--- src/rtl/pcr_pkg.sv ---
package pcr_pkg;

  // Sequencer states: two steps for each direction.
  typedef enum logic [2:0] {
    SEQ_IDLE,
    SEQ_EN_GATE,
    SEQ_EN_REL,
    SEQ_DIS_HOLD,
    SEQ_DIS_GATE
  } seq_state_e;

  // One-hot step commands issued by the sequencer to the register file.
  typedef struct packed {
    logic set_gate;
    logic clr_rst;
    logic set_rst;
    logic clr_gate;
  } seq_step_t;

endpackage

--- src/rtl/pcr_rst_sync.sv ---
module pcr_rst_sync #(
  parameter int STAGES = 2
) (
  input  logic clk,
  input  logic arst_n,
  output logic srst_n
);

  logic [STAGES-1:0] sync_q;

  // Asserts at once, releases after STAGES edges.
  always_ff @(posedge clk or negedge arst_n) begin
    if (!arst_n) begin
      sync_q <= '0;
    end else begin
      sync_q <= {sync_q[STAGES-2:0], 1'b1};
    end
  end

  assign srst_n = sync_q[STAGES-1];

endmodule

--- src/rtl/pcr_seq.sv ---
module pcr_seq
  import pcr_pkg::*;
(
  input  logic      clk,
  input  logic      rst_n,
  input  logic      en_req,
  input  logic      dis_req,
  input  logic      hold,
  output seq_step_t step,
  output logic      seq_busy
);

  seq_state_e state_q;
  seq_state_e state_d;

  always_comb begin
    state_d = state_q;
    step    = '0;
    unique case (state_q)
      SEQ_IDLE: begin
        if (!hold) begin
          if (en_req) begin
            state_d = SEQ_EN_GATE;
          end else if (dis_req) begin
            state_d = SEQ_DIS_HOLD;
          end
        end
      end
      SEQ_EN_GATE: begin
        step.set_gate = 1'b1;
        state_d       = SEQ_EN_REL;
      end
      SEQ_EN_REL: begin
        step.clr_rst = 1'b1;
        state_d      = SEQ_IDLE;
      end
      SEQ_DIS_HOLD: begin
        step.set_rst = 1'b1;
        state_d      = SEQ_DIS_GATE;
      end
      SEQ_DIS_GATE: begin
        step.clr_gate = 1'b1;
        state_d       = SEQ_IDLE;
      end
      default: state_d = SEQ_IDLE;
    endcase
  end

  always_ff @(posedge clk or negedge rst_n) begin
    if (!rst_n) begin
      state_q <= SEQ_IDLE;
    end else begin
      state_q <= state_d;
    end
  end

  assign seq_busy = (state_q != SEQ_IDLE);

endmodule

--- src/rtl/pcr_rate_calc.sv ---
module pcr_rate_calc #(
  parameter int                DATA_W      = 32,
  parameter int                FIELD_W     = 8,
  parameter logic [DATA_W-1:0] PARENT_RATE = 1000
) (
  input  logic               clk,
  input  logic               rst_n,
  input  logic               start,
  input  logic [DATA_W-1:0]  rate,
  output logic               done,
  output logic               calc_busy,
  output logic [FIELD_W-1:0] quotient
);

  localparam int                CNT_W     = $clog2(DATA_W + 1);
  localparam logic [DATA_W-1:0] FIELD_MAX = DATA_W'((64'd1 << FIELD_W) - 64'd1);

  logic              run_q, run_d;
  logic              done_q, done_d;
  logic [CNT_W-1:0]  cnt_q, cnt_d;
  logic [DATA_W-1:0] dvd_q, dvd_d;
  logic [DATA_W-1:0] dvs_q, dvs_d;
  logic [DATA_W-1:0] rem_q, rem_d;
  logic [DATA_W-1:0] quo_q, quo_d;
  logic [DATA_W:0]   rem_sh;
  logic [DATA_W:0]   rem_sub;
  logic              step_en;

  assign rem_sh  = {rem_q, dvd_q[DATA_W-1]};
  assign rem_sub = rem_sh - {1'b0, dvs_q};
  assign step_en = start | run_q;

  // Restoring division: one quotient bit per cycle.
  always_comb begin
    run_d  = run_q;
    done_d = 1'b0;
    cnt_d  = cnt_q;
    dvd_d  = dvd_q;
    dvs_d  = dvs_q;
    rem_d  = rem_q;
    quo_d  = quo_q;
    if (start) begin
      run_d = 1'b1;
      cnt_d = CNT_W'(DATA_W);
      dvd_d = PARENT_RATE;
      dvs_d = (rate > PARENT_RATE) ? PARENT_RATE : rate;
      rem_d = '0;
      quo_d = '0;
    end else if (run_q) begin
      dvd_d = dvd_q << 1;
      if (rem_sh >= {1'b0, dvs_q}) begin
        rem_d = rem_sub[DATA_W-1:0];
        quo_d = {quo_q[DATA_W-2:0], 1'b1};
      end else begin
        rem_d = rem_sh[DATA_W-1:0];
        quo_d = {quo_q[DATA_W-2:0], 1'b0};
      end
      cnt_d = cnt_q - CNT_W'(1);
      if (cnt_q == CNT_W'(1)) begin
        run_d  = 1'b0;
        done_d = 1'b1;
      end
    end
  end

  always_ff @(posedge clk or negedge rst_n) begin
    if (!rst_n) begin
      run_q  <= 1'b0;
      done_q <= 1'b0;
    end else begin
      run_q  <= run_d;
      done_q <= done_d;
    end
  end

  always_ff @(posedge clk or negedge rst_n) begin
    if (!rst_n) begin
      cnt_q <= '0;
      dvd_q <= '0;
      dvs_q <= '0;
      rem_q <= '0;
      quo_q <= '0;
    end else if (step_en) begin
      cnt_q <= cnt_d;
      dvd_q <= dvd_d;
      dvs_q <= dvs_d;
      rem_q <= rem_d;
      quo_q <= quo_d;
    end
  end

  assign done      = done_q;
  assign calc_busy = run_q | done_q;
  assign quotient  = (quo_q > FIELD_MAX) ? FIELD_MAX[FIELD_W-1:0] : quo_q[FIELD_W-1:0];

endmodule

--- src/rtl/pcr_strobe.sv ---
module pcr_strobe #(
  parameter int FW = 8
) (
  input  logic          clk,
  input  logic          rst_n,
  input  logic          gate_on,
  input  logic          restart,
  input  logic [FW-1:0] div_fld,
  output logic          strobe
);

  logic [FW-1:0] cnt_q, cnt_d;
  logic [FW-1:0] last;

  // A zero field behaves as divide by one.
  assign last = (div_fld == '0) ? '0 : div_fld - FW'(1);

  always_comb begin
    if (!gate_on || restart) begin
      cnt_d = '0;
    end else if (cnt_q >= last) begin
      cnt_d = '0;
    end else begin
      cnt_d = cnt_q + FW'(1);
    end
  end

  always_ff @(posedge clk or negedge rst_n) begin
    if (!rst_n) begin
      cnt_q <= '0;
    end else begin
      cnt_q <= cnt_d;
    end
  end

  assign strobe = gate_on && (cnt_q >= last);

endmodule

--- src/rtl/periph_clkrst_ctrl.sv ---
module periph_clkrst_ctrl
  import pcr_pkg::*;
#(
  parameter int                DATA_W      = 32,
  parameter int                ADDR_W      = 4,
  parameter int                LANES       = 4,
  parameter logic [DATA_W-1:0] CLK_MASK    = 'hF,
  parameter logic [DATA_W-1:0] RST_MASK    = 'hF,
  parameter int                RST_ADDR    = 0,
  parameter int                DIV_ADDR    = 4,
  parameter int                CLK_ADDR    = 8,
  parameter int                RATE_ADDR   = 12,
  parameter int                DIV_SHIFT   = 0,
  parameter int                DIV_WIDTH   = 8,
  parameter logic [DATA_W-1:0] PARENT_RATE = 1000,
  parameter int                SYNC_STAGES = 2
) (
  input  logic              clk,
  input  logic              rst_n,
  input  logic              wr_en,
  input  logic [ADDR_W-1:0] addr,
  input  logic [DATA_W-1:0] wdata,
  output logic [DATA_W-1:0] rdata,
  input  logic              en_req,
  input  logic              dis_req,
  output logic              busy,
  output logic              enabled,
  output logic              div_strobe,
  output logic [LANES-1:0]  lane_ce,
  output logic [LANES-1:0]  lane_rst
);

  localparam int                FW        = (DIV_WIDTH > 0) ? DIV_WIDTH : 1;
  localparam logic [ADDR_W-1:0] A_RST     = ADDR_W'(RST_ADDR);
  localparam logic [ADDR_W-1:0] A_DIV     = ADDR_W'(DIV_ADDR);
  localparam logic [ADDR_W-1:0] A_CLK     = ADDR_W'(CLK_ADDR);
  localparam logic [ADDR_W-1:0] A_RATE    = ADDR_W'(RATE_ADDR);
  localparam logic [DATA_W-1:0] FLD_MASK  = DATA_W'((64'd1 << DIV_WIDTH) - 64'd1);
  localparam logic [DATA_W-1:0] FLD_PLACE = FLD_MASK << DIV_SHIFT;

  logic              rst_sn;
  seq_step_t         step;
  logic              seq_busy;
  logic              calc_busy;
  logic              calc_done;
  logic [FW-1:0]     calc_quo;
  logic              calc_start;
  logic [FW-1:0]     div_fld;
  logic              acc_wr;
  logic              div_restart;

  logic [DATA_W-1:0] gate_q, gate_d;
  logic [DATA_W-1:0] rstr_q, rstr_d;
  logic [DATA_W-1:0] divr_q, divr_d;
  logic              gate_ld, rstr_ld, divr_ld;

  // Reset: asynchronous assertion, synchronous release.
  pcr_rst_sync #(
    .STAGES (SYNC_STAGES)
  ) u_rst_sync (
    .clk    (clk),
    .arst_n (rst_n),
    .srst_n (rst_sn)
  );

  pcr_seq u_seq (
    .clk      (clk),
    .rst_n    (rst_sn),
    .en_req   (en_req),
    .dis_req  (dis_req),
    .hold     (calc_busy),
    .step     (step),
    .seq_busy (seq_busy)
  );

  assign busy   = seq_busy | calc_busy;
  assign acc_wr = wr_en & ~busy;

  // Divide field and rate conversion exist only when the field has width.
  generate
    if (DIV_WIDTH > 0) begin : g_div_field
      assign div_fld    = FW'(divr_q >> DIV_SHIFT);
      assign calc_start = acc_wr && (addr == A_RATE) && (wdata != '0);

      pcr_rate_calc #(
        .DATA_W      (DATA_W),
        .FIELD_W     (FW),
        .PARENT_RATE (PARENT_RATE)
      ) u_rate_calc (
        .clk       (clk),
        .rst_n     (rst_sn),
        .start     (calc_start),
        .rate      (wdata),
        .done      (calc_done),
        .calc_busy (calc_busy),
        .quotient  (calc_quo)
      );
    end else begin : g_no_div_field
      assign div_fld    = '0;
      assign calc_start = 1'b0;
      assign calc_done  = 1'b0;
      assign calc_busy  = 1'b0;
      assign calc_quo   = '0;
    end
  endgenerate

  // Register next state; sequence steps only occur while writes are blocked.
  always_comb begin
    gate_d  = gate_q;
    rstr_d  = rstr_q;
    divr_d  = divr_q;
    gate_ld = 1'b0;
    rstr_ld = 1'b0;
    divr_ld = 1'b0;
    if (acc_wr && (addr == A_CLK)) begin
      gate_d  = wdata;
      gate_ld = 1'b1;
    end
    if (acc_wr && (addr == A_RST)) begin
      rstr_d  = wdata;
      rstr_ld = 1'b1;
    end
    if (acc_wr && (addr == A_DIV)) begin
      divr_d  = wdata;
      divr_ld = 1'b1;
    end
    if (step.set_gate) begin
      gate_d  = gate_q | CLK_MASK;
      gate_ld = 1'b1;
    end
    if (step.clr_gate) begin
      gate_d  = gate_q & ~CLK_MASK;
      gate_ld = 1'b1;
    end
    if (step.set_rst) begin
      rstr_d  = rstr_q | RST_MASK;
      rstr_ld = 1'b1;
    end
    if (step.clr_rst) begin
      rstr_d  = rstr_q & ~RST_MASK;
      rstr_ld = 1'b1;
    end
    if (calc_done) begin
      divr_d  = (divr_q & ~FLD_PLACE) | (DATA_W'(calc_quo) << DIV_SHIFT);
      divr_ld = 1'b1;
    end
  end

  always_ff @(posedge clk or negedge rst_sn) begin
    if (!rst_sn) begin
      gate_q <= '0;
    end else if (gate_ld) begin
      gate_q <= gate_d;
    end
  end

  always_ff @(posedge clk or negedge rst_sn) begin
    if (!rst_sn) begin
      rstr_q <= '1;
    end else if (rstr_ld) begin
      rstr_q <= rstr_d;
    end
  end

  always_ff @(posedge clk or negedge rst_sn) begin
    if (!rst_sn) begin
      divr_q <= '0;
    end else if (divr_ld) begin
      divr_q <= divr_d;
    end
  end

  assign enabled     = |(gate_q & CLK_MASK);
  assign div_restart = (acc_wr && (addr == A_DIV)) || calc_done;

  pcr_strobe #(
    .FW (FW)
  ) u_strobe (
    .clk     (clk),
    .rst_n   (rst_sn),
    .gate_on (enabled),
    .restart (div_restart),
    .div_fld (div_fld),
    .strobe  (div_strobe)
  );

  generate
    for (genvar g = 0; g < LANES; g++) begin : g_lane
      assign lane_ce[g]  = div_strobe & gate_q[g];
      assign lane_rst[g] = rstr_q[g];
    end
  endgenerate

  always_comb begin
    if (addr == A_RST) begin
      rdata = rstr_q;
    end else if (addr == A_DIV) begin
      rdata = divr_q;
    end else if (addr == A_CLK) begin
      rdata = gate_q;
    end else begin
      rdata = '0;
    end
  end

endmodule

--- config.mk ---
export PLATFORM = sky130hd
export DESIGN_NAME = periph_clkrst_ctrl
export DESIGN_NICKNAME = d
export VERILOG_FILES = /design/src/rtl/pcr_pkg.sv /design/src/rtl/pcr_rst_sync.sv /design/src/rtl/pcr_seq.sv /design/src/rtl/pcr_rate_calc.sv /design/src/rtl/pcr_strobe.sv /design/src/rtl/periph_clkrst_ctrl.sv
export SDC_FILE = /design/constraint.sdc
export NUM_CORES = 1
export LEC_CHECK = 0
export BUFFER_PORTS_ARGS = -buffer_cell sky130_fd_sc_hd__buf_2
export CAP_MARGIN = 5
export CORE_UTILIZATION = 42
export DETAILED_ROUTE_END_ITERATION = 10
export GPL_TIMING_DRIVEN = 0
export PLACE_DENSITY = 0.68
export SYNTH_ARGS = -nofsm -noshare
export SYNTH_HDL_FRONTEND = slang
export SYNTH_SLANG_ARGS = --single-unit
--- constraint.sdc ---
create_clock -name clk -period 13.6 [get_ports clk]
set_input_delay 2.04 -clock clk [delete_from_list [all_inputs] [get_ports clk]]
set_output_delay 2.04 -clock clk [all_outputs]
set_load 0.02 [all_outputs]
; Word-level counts from Yosys, hierarchy flattened
; Cells that the tools add are included.
[classes]
add_sub_neg = 4
magnitude_cmp = 4
eq_ne = 10
n_mux = 48
bitwise = 14
n_reduce_logical = 27
[op_table]
columns = operator, n
row1 = $mux W32, 13
row2 = $ge A33 B32 Y1, 1
row3 = $gt A32 B10 Y1 const B, 1
row4 = $gt A32 B8 Y1 const B, 1
row5 = $mux W8, 4
row6 = $or A32 B8 Y32, 1
row7 = $reduce_bool A32 Y1, 1
row8 = $sub A32 B32 Y32, 1
row9 = $mux W4, 6
row10 = $mux W1, 19
row11 = $mux W6, 2
row12 = $reduce_and A2 Y1, 6
row13 = $mux W3, 3
row14 = $pmux W3 S3, 1
row15 = $reduce_bool A3 Y1, 3
row16 = $add A8 B1 Y8 const B, 1
row17 = $eq A4 B4 Y1 const B, 2
row18 = $ge A8 B8 Y1, 1
row19 = $logic_not A8 Y1, 1
row20 = $reduce_and A4 Y1, 2
row21 = $sub A8 B1 Y8 const B, 1
row22 = $eq A3 B2 Y1 const B, 2
row23 = $eq A6 B1 Y1 const B, 1
row24 = $logic_and A1 B1 Y1, 6
row25 = 15 further kinds, 27
[totals]
ff_bits = 245
input_bits = 41
out_inout_bits = 43
word_cells = 122

; Depth between registers and ports, before layout
; Gate-level depths: netlist (run 1).
[depth]
depth_word = 9
depth_mapped = 16
depth_no_buf = 15

; Hierarchy
; Synthesis (run 1) repeated with hierarchy kept, for this count alone.
[hier_totals]
hier_cells = 1220
hier_area_um2 = 13148.9
[modules_own_cells]
columns = module, n_inst, cells_per_inst, area_per_inst_um2, seq_area_each_um2
row1 = pcr_rate_calc, 1, 768, 7514.7, 3328.2
row2 = periph_clkrst_ctrl, 1, 358, 4685.7, 2442.3
row3 = pcr_strobe, 1, 76, 726.9, 200.2
row4 = pcr_seq, 1, 15, 167.7, 75.1
row5 = pcr_rst_sync, 1, 3, 53.8, 50.0

; Worst setup path before layout (run 1)
; No wires, ideal clock.
[synth_path]
path_type = input -> output
startpoint = in addr[2]
endpoint = out rdata[0]
arrival_time_ns = 3.500
t_required_ns = 11.560
setup_slack_ns = 8.060
path_stages = 5
n_path_buf = 2
cell_sequence = nor3_1 -> clkbuf_1 -> buf_1 -> a22oi_1 -> o21ai_0
[synth_via]
elab_chain_cells = 4
word_cells_on_any_way = 6
classes_between = eq/ne (2) / mux (3) / reduce/logical (1)
[synth_lines]
columns = element, line
row1 = start: declaration, periph_clkrst_ctrl.sv:21  ; input logic [ADDR_W-1:0] addr,
row2 = $eq A4 B4 Y1, periph_clkrst_ctrl.sv:199  ; end else if (addr == A_CLK) begin
row3 = $mux W32, periph_clkrst_ctrl.sv:199
row4 = $mux W32, periph_clkrst_ctrl.sv:197  ; end else if (addr == A_DIV) begin
row5 = $mux W32 *, periph_clkrst_ctrl.sv:195  ; if (addr == A_RST) begin
row6 = end: declaration, periph_clkrst_ctrl.sv:23  ; output logic [DATA_W-1:0] rdata,
; Mark *: on every way between the ends. The rest lies on a longest branch, timed or not.

; Worst setup path in the final report (run 1)
[layout_path]
startpoint = reg divr_q[0]
endpoint = out lane_ce[1]
[layout_via]
elab_chain_cells = 5
word_cells_on_any_way = 6
classes_between = add/sub (1) / order compare (1) / mux (1) / bitwise (1) / reduce/logical (2)
[layout_lines]
columns = element, line
row1 = start: declaration, periph_clkrst_ctrl.sv:54  ; logic [DATA_W-1:0] divr_q, divr_d;
row2 = start signal: assignment, periph_clkrst_ctrl.sv:169  ; divr_q <= divr_d;
row3 = $sub A8 B1 Y8 / $logic_not A8 Y1 (equally long branches), pcr_strobe.sv:16  ; assign last = (div_fld == '0) ? '0 : div_fld - FW'(1);
row4 = $mux W8 *, pcr_strobe.sv:16
row5 = $ge A8 B8 Y1 *, pcr_strobe.sv:36  ; assign strobe = gate_on && (cnt_q >= last);
row6 = $logic_and A1 B1 Y1 *, pcr_strobe.sv:36
row7 = $and A1 B1 Y1 *, periph_clkrst_ctrl.sv:189  ; assign lane_ce[g] = div_strobe & gate_q[g];
row8 = end: declaration, periph_clkrst_ctrl.sv:29  ; output logic [LANES-1:0] lane_ce,
; Marked as above.

==> impl_metrics.csv, run 1 <==
group,metric,value,unit
cells_and_area,area_growth,14.8,%
power_and_ir_drop,powerDensity,106,mW/mm²
power_and_ir_drop,power.total,1.55,mW
cells_and_area,final_common_cell,"nand2_1",
worst_setup_path,arrival,4250,ps
power_and_ir_drop,intPower,1.17,mW
global_routing,grt_max_degree,73,
outcome,outcome,"finished, final reports clean",
timing,finalMaxSlewViolations,0,
detailed_routing,wirelength,31200,µm
worst_setup_path,startpoint_type,"register",
clocking,cts_tree,"built",
floorplan,die_y,176,µm
floorplan,die-area,0.0310,mm²
cells_and_area,antenna_cells,0,
global_routing,antenna_found_initial,0,
timing,max_slew_margin,0.339,
run,drv_cap,0,
synthesis,syn_nets,1462,
clocking,clkLatencyLatePin,560,ps
detailed_routing,drc,0,
clocking,cts-hold-fix-buffers,0,
detailed_routing,ant_nets,0,
power_and_ir_drop,comb_power_share,0.056,
synthesis,ys_types,75,
place,dp_hpwl,22400,µm
power_and_ir_drop,p_leak,6.98,nW
synthesis,syn_area,0.0127,mm²
place,port_buffers,83,
cells_and_area,layout-drive-gt1-share,0.176,
global_routing,overflow,0,
power_and_ir_drop,pwr-share-seq,0.482,
floorplan,dieWidth,176,µm
synthesis,synth_seq_area_share,0.479,
detailed_routing,post_drt_wl_per_cell,16.4,µm
synthesis,ys_warn_count,0,
detailed_routing,viasPerCell,5.44,
power_and_ir_drop,sw_frac_of_total,0.242,
timing,rsz0062_at_grt,"no",
floorplan,core_area,0.0297,mm²
synthesis,syn_avg_cell_area,9.25,µm²
clocking,cts_made_buffers,28,
synthesis,async_flop_share,1.00,
detailed_routing,dr_total_vias,10400,
synthesis,synth_area_leaders,"dfrtp_1 41%, nand2_1 9.3%, dfstp_2 6.6%",
synthesis,synth.largest_area_cell,"dfrtp_1",
clocking,path_clk_slew,60,ps
timing,post-route-min-period,6290,ps
timing,clock_skew,22.1,ps
floorplan,start_util,0.429,
worst_setup_path,crit_type,"reg2out",
global_routing,grt_pass1_wl,51300,µm
synthesis,ys_ff_latch,242,
clocking,cts_sinks,242,
timing,finalSetupViolations,0,
cells_and_area,multiInputGateArea,0.00605,mm²
clocking,post_cts.repair.setup_buffers,0,
synthesis,synth_top_area_frac,0.413,
worst_setup_path,worstPathRequired,11560,ps
clocking,htreeDepth,1,
min_path,hold_path_class,"reg2reg",
place,gp_congestion,0.888,
power_and_ir_drop,netSwitchingPower,0.374,mW
global_routing,grt_pass1_vias,9938,
clocking,root_buffer,"clkbuf_16",
global_routing,grt_usage,0.204,
timing,fin_setup_tns,0,ps
cells_and_area,nFillCells,2803,
timing,fmax,0.159,GHz
clocking,post_cts_resize_count,0,
detailed_routing,drt_first_pass_iters,7,
timing,tightest_slew,989,ps
floorplan,io_pins,84,
power_and_ir_drop,power.clock.fraction,0.463,
cells_and_area,finalNetCount,1578,
power_and_ir_drop,ir_drop,0.0938,mV
timing,hold_viol,0,
floorplan,rows,63,
worst_setup_path,crit_path_end_kind,"primary output",
cells_and_area,final_cell_mix,"314 x nand2_1, 209 x dfrtp_1, 104 x buf_2",
clocking,cts_buffer_depth,3,
synthesis,netlist_instances,1376,
worst_setup_path,path_max_fanout,10,
cells_and_area,layout.area.seq,0.00610,mm²
synthesis,synth_edf_count,0,
synthesis,ys.flop_type,"dfrtp_1",
timing,min_period_over_period,0.462,
detailed_routing,drtIter0Drc,607,
==> worst max-delay path: stages, from the launching register on <==
cell and delay (ps):
dfrtp_1 440, inv_1 100, ha_1 160, nor2b_1 250, nand3b_1 150, or3_1 420
and2_1 200, ha_1 260, nand2b_1 130, a21o_1 170, a21o_1 160, a21o_1 160
a21o_1 180, a21oi_1 160, o21ai_1 120, clkbuf_1 240, and2_1 230, buf_2 160
==> per-layer routing <==
| layer | part of all wire | track usage |
|---|---|---|
| met5 | 0 | 0 |
| met4 | 0.018 | 0.0453 |
| met3 | 0.059 | 0.0286 |
| met2 | 0.46 | 0.331 |
| met1 | 0.46 | 0.290 |
==> cells in the mapped netlist (26+ instances only) <==
master / n
nand2_1: 314
dfrtp_1: 210
o21ai_0: 101
a21oi_1: 73
nor2_1: 56
mux2_2: 52
inv_1: 51
clkbuf_1: 48
nand3_1: 47
ha_1: 44
dfstp_2: 32
a221oi_1: 29
mux2i_1: 26
o21ai_1: 26
==> per-stage QoR <==
step	util	cell area [µm²]	setup WS, ps	std cells	hold WS, ps
2_1_floorplan	-	12700	6410	1376	331
3_3_place_gp	0.459	13600	3660	1849	335
3_5_place_dp	0.462	13700	7470	1852	339
4_1_cts	0.492	14600	7300	1904	332
5_1_grt	0.492	14600	6960	1904	345
6_report	0.492	14600	7310	1904	327
==> flip-flops by register name (all words and copies together) (netlist names) <==
name and count:
rstr_q 32, g_div_field.u_rate_calc.quo_q 32, g_div_field.u_rate_calc.run_q 1, g_div_field.u_rate_calc.dvd_q 29
g_div_field.u_rate_calc.cnt_q 6, g_div_field.u_rate_calc.done 1, divr_q 32, u_seq.state_q 3
u_rst_sync.sync_q 2, gate_q 32, g_div_field.u_rate_calc.rem_q 32, g_div_field.u_rate_calc.dvs_q 32
u_strobe.cnt_q 8
==> worst paths after layout <==
check                                               start                                       endpoint  slack, ps  cells past startpoint
hold / removal             u_rst_sync.sync_q[0]$_DFF_PN0_                 u_rst_sync.sync_q[1]$_DFF_PN0_        330                      0
max in group asynchronous  u_rst_sync.sync_q[1]$_DFF_PN0_  g_div_field.u_rate_calc.dvd_q[27]$_DFFE_PN0N_      12080                      2
setup reg to reg                    divr_q[0]$_DFFE_PN0P_                    u_strobe.cnt_q[2]$_DFF_PN0_       9960                     16
hold reg to reg            u_rst_sync.sync_q[0]$_DFF_PN0_                 u_rst_sync.sync_q[1]$_DFF_PN0_        330                      0
min in group asynchronous  u_rst_sync.sync_q[1]$_DFF_PN0_                          gate_q[7]$_DFFE_PN0P_        430                      0
setup / recovery                    divr_q[0]$_DFFE_PN0P_                                     lane_ce[1]       7310                     17
==> final cells by class <==
| class | instances | area share |
|---|---|---|
| Sequential cell | 242 | 0.417 |
| Multi-Input combinational cell | 998 | 0.414 |
| Clock buffer | 41 | 0.0547 |
| Timing Repair Buffer | 86 | 0.0341 |
| Tap cell | 390 | 0.0334 |
| Buffer | 85 | 0.0272 |
| Inverter | 51 | 0.0131 |
| Clock inverter | 11 | 0.00625 |
==> power groups by stage <==
stage,logic [mW],registers (mW),clock network (mW)
global placement,0.0715,0.769,0
global route,0.0966,0.748,0.762
floorplan,0.0450,0.762,0
detailed placement,0.0868,0.759,0
finish,0.0859,0.746,0.716
CTS,0.0870,0.746,0.730
==> logic make-up after synthesis <==
logic type               synth area share
other                            0.000294
buffers and inverters              0.0463
multiplexers                       0.0664
flip-flops                          0.479
AO/OA/AOI/OAI                       0.151
XOR/XNOR                           0.0261
AND/OR/NAND/NOR                     0.186
adder cells (fa/ha/maj)            0.0448
Power figures use the tool's default switching activity.
==> run 2, diff against run 1 <==
Settings changed: ABC_AREA set to 1.
Clock period 13.6 ns to 6.1 ns, I/O delays scaled along.
==> impl_metrics.csv, run 2 <==
group,metric,value,unit
power_and_ir_drop,comb_power_share,0.413,
worst_setup_path,crit_type,"reg2out",
power_and_ir_drop,p_leak,8.20,nW
timing,clock_skew,9.61,ps
timing,fmax,0.242,GHz
place,port_buffers,83,
cells_and_area,finalCoreUtilization,0.487,
synthesis,ys_ff_latch,242,
timing,max_slew_margin,0.427,
detailed_routing,drc,0,
power_and_ir_drop,powerDensity,442,mW/mm²
synthesis,post-synth-top-count-cell,"nand2_1",
timing,post-route-min-period,4130,ps
synthesis,synth_edf_count,0,
global_routing,grt_usage,0.219,
power_and_ir_drop,pwr-share-seq,0.346,
cells_and_area,nFillCells,3108,
detailed_routing,dr_total_vias,12000,
worst_setup_path,crit_path_end_kind,"primary output",
detailed_routing,post_drt_wl_per_cell,14.9,µm
place,dp.cells,2305,
synthesis,synth_common_cells,"631 x nand2_1, 223 x inv_1, 210 x dfrtp_1",
floorplan,core_area,0.0316,mm²
timing,rsz0062_at_grt,"no",
floorplan,start_util,0.427,
worst_setup_path,startpoint_type,"register",
synthesis,ys_warn_count,0,
power_and_ir_drop,netSwitchingPower,2.74,mW
floorplan,io_pins,84,
power_and_ir_drop,power.clock.fraction,0.241,
floorplan,rows,65,
worst_setup_path,arrival,3220,ps
synthesis,async_flop_share,1.00,
power_and_ir_drop,ir_drop,0.221,mV
synthesis,ys.flop_type,"dfrtp_1",
cells_and_area,final_common_cell,"nand2_1",
power_and_ir_drop,sw_frac_of_total,0.404,
cells_and_area,multiInputGateArea,0.00618,mm²
clocking,cts_sinks,242,
global_routing,grt_pass1_wl,58600,µm
global_routing,antenna_found_initial,1,
global_routing,overflow,0,
place,place_area,0.0145,mm²
detailed_routing,viasPerCell,5.11,
global_routing,grt_max_degree,71,
synthesis,synth.largest_area_cell,"dfrtp_1",
cells_and_area,final_cell_mix,"631 x nand2_1, 223 x inv_1, 209 x dfrtp_1",
synthesis,synth_area_leaders,"dfrtp_1 39%, nand2_1 18%, nand3_1 7.2%",
cells_and_area,finalNetCount,2017,
detailed_routing,ant_nets,0,
timing,min_period_over_period,0.677,
synthesis,syn_avg_cell_area,7.41,µm²
clocking,cts_buffer_depth,3,
synthesis,syn_nets,1903,
synthesis,synth_top_area_frac,0.390,
cells_and_area,layout-drive-gt1-share,0.108,
power_and_ir_drop,intPower,4.05,mW
clocking,path_clk_slew,60,ps
global_routing,grt_pass1_vias,11500,
timing,tightest_slew,860,ps
clocking,cts-hold-fix-buffers,0,
outcome,outcome,"finished, final reports clean",
timing,finalMaxSlewViolations,0,
detailed_routing,drt_first_pass_iters,6,
clocking,post_cts.repair.setup_buffers,0,
place,gp_congestion,0.944,
clocking,clkLatencyLatePin,540,ps
run,drv_cap,0,
worst_setup_path,path_max_fanout,5,
cells_and_area,postLayoutCellArea,0.0154,mm²
power_and_ir_drop,power.total,6.80,mW
detailed_routing,wirelength,35200,µm
floorplan,die_y,181,µm
clocking,cts_tree,"built",
clocking,cts_made_buffers,26,
floorplan,dieWidth,181,µm
cells_and_area,stdcell_count,2354,
detailed_routing,drtIter0Drc,1000,
timing,fin_setup_tns,0,ps
cells_and_area,area_growth,14.2,%
floorplan,die-area,0.0328,mm²
synthesis,netlist_instances,1817,
clocking,root_buffer,"clkbuf_16",
cells_and_area,layout.area.seq,0.00610,mm²
place,dp_hpwl,26400,µm
worst_setup_path,worstPathRequired,5180,ps
timing,finalSetupViolations,0,
synthesis,ys_types,49,
timing,hold_viol,0,
clocking,htreeDepth,1,
synthesis,syn_area,0.0135,mm²
min_path,hold_path_class,"in2async",
clocking,post_cts_resize_count,0,
synthesis,synth_seq_area_share,0.453,
## run 2: changes by cell type after synthesis, moves of 11 or more
cell / delta
o21ai_1: -19
nand2_1: +317
mux2_2: -52
inv_1: +172
nor2_1: +69
a21oi_1: -48
nand3_1: +148
a221oi_1: -29
nor2b_1: -11
nand3b_1: +26
mux2i_1: -26
a21o_1: -17
## run 2: final timing paths
check / start / to / slack (ps) / depth (start not counted)
worst max-delay path: divr_q[1]$_DFFE_PN0P_ / lane_ce[2] / 1970 / 16
worst min-delay path: rst_n / u_rst_sync.sync_q[1]$_DFF_PN0_ / 150 / 1
worst max register to register: divr_q[1]$_DFFE_PN0P_ / u_strobe.cnt_q[1]$_DFF_PN0_ / 3150 / 15
worst min register to register: u_rst_sync.sync_q[0]$_DFF_PN0_ / u_rst_sync.sync_q[1]$_DFF_PN0_ / 350 / 0
max in group asynchronous: u_rst_sync.sync_q[1]$_DFF_PN0_ / rstr_q[5]$_DFFE_PN1P_ / 4780 / 1
min in group clk: u_rst_sync.sync_q[0]$_DFF_PN0_ / u_rst_sync.sync_q[1]$_DFF_PN0_ / 350 / 0
## run 2: critical path, cell delays in order, from the launching register on
cell and delay (ps):
dfrtp_1 380, inv_1 150, ha_1 200, nand2_1 70
inv_1 70, nand3_1 100, nor3_1 290, inv_1 160
nand3_1 130, ha_1 250, a21oi_1 140, o21ai_0 100
nand2_1 60, o2111ai_1 160, nand2_1 190, nor2_1 60
buf_2 150
## run 2: power groups by stage
stage	combinational, mW	sequential, mW	clock [mW]
floorplan	2.11	2.30	0
global placement	2.71	2.38	0
detailed placement	2.79	2.37	0
CTS	2.80	2.35	1.67
global route	3.19	2.41	1.74
finish	2.81	2.35	1.64
## run 2: per-layer routing
layer,GRT usage,vias up,wire [µm]
met3,0.0310,67,2000
met1,0.312,5639,16800
met2,0.347,331,15400
met5,0,-,0
li1,-,5993,-
met4,0.0620,0,881
## run 2: per-stage QoR
| stage | hold WS, ps | worst slack [ps] |
|---|---|---|
| floorplan | 331 | 2160 |
| global route | 131 | 1620 |
| detailed placement | 344 | 2480 |
| global placement | 335 | 711 |
| CTS | 128 | 1910 |
| finish | 149 | 1970 |
## run 2: kinds of logic (layout without fill, tap and decap cells)
kind of cell	count (synthesis)	in the layout	share of synthesized area
fa+ha+maj	45	45	0.0424
compound gates	172	172	0.0731
simple gates	1035	1035	0.327
buf+inv	298	432	0.0883
other cells	1	2	0.000279
xor+xnor	24	24	0.0156
flops	242	242	0.453
## run 2: layout make-up
type                    instances  area share
multi-input cells            1277       0.402
flip-flops and latches        242       0.397
inverters                     226      0.0552
clock buffers                  41      0.0525
well taps                     402      0.0327
repair buffers                 86      0.0324
plain buffers                  72      0.0221
clock inverters                 7     0.00643
diodes                          1    0.000163
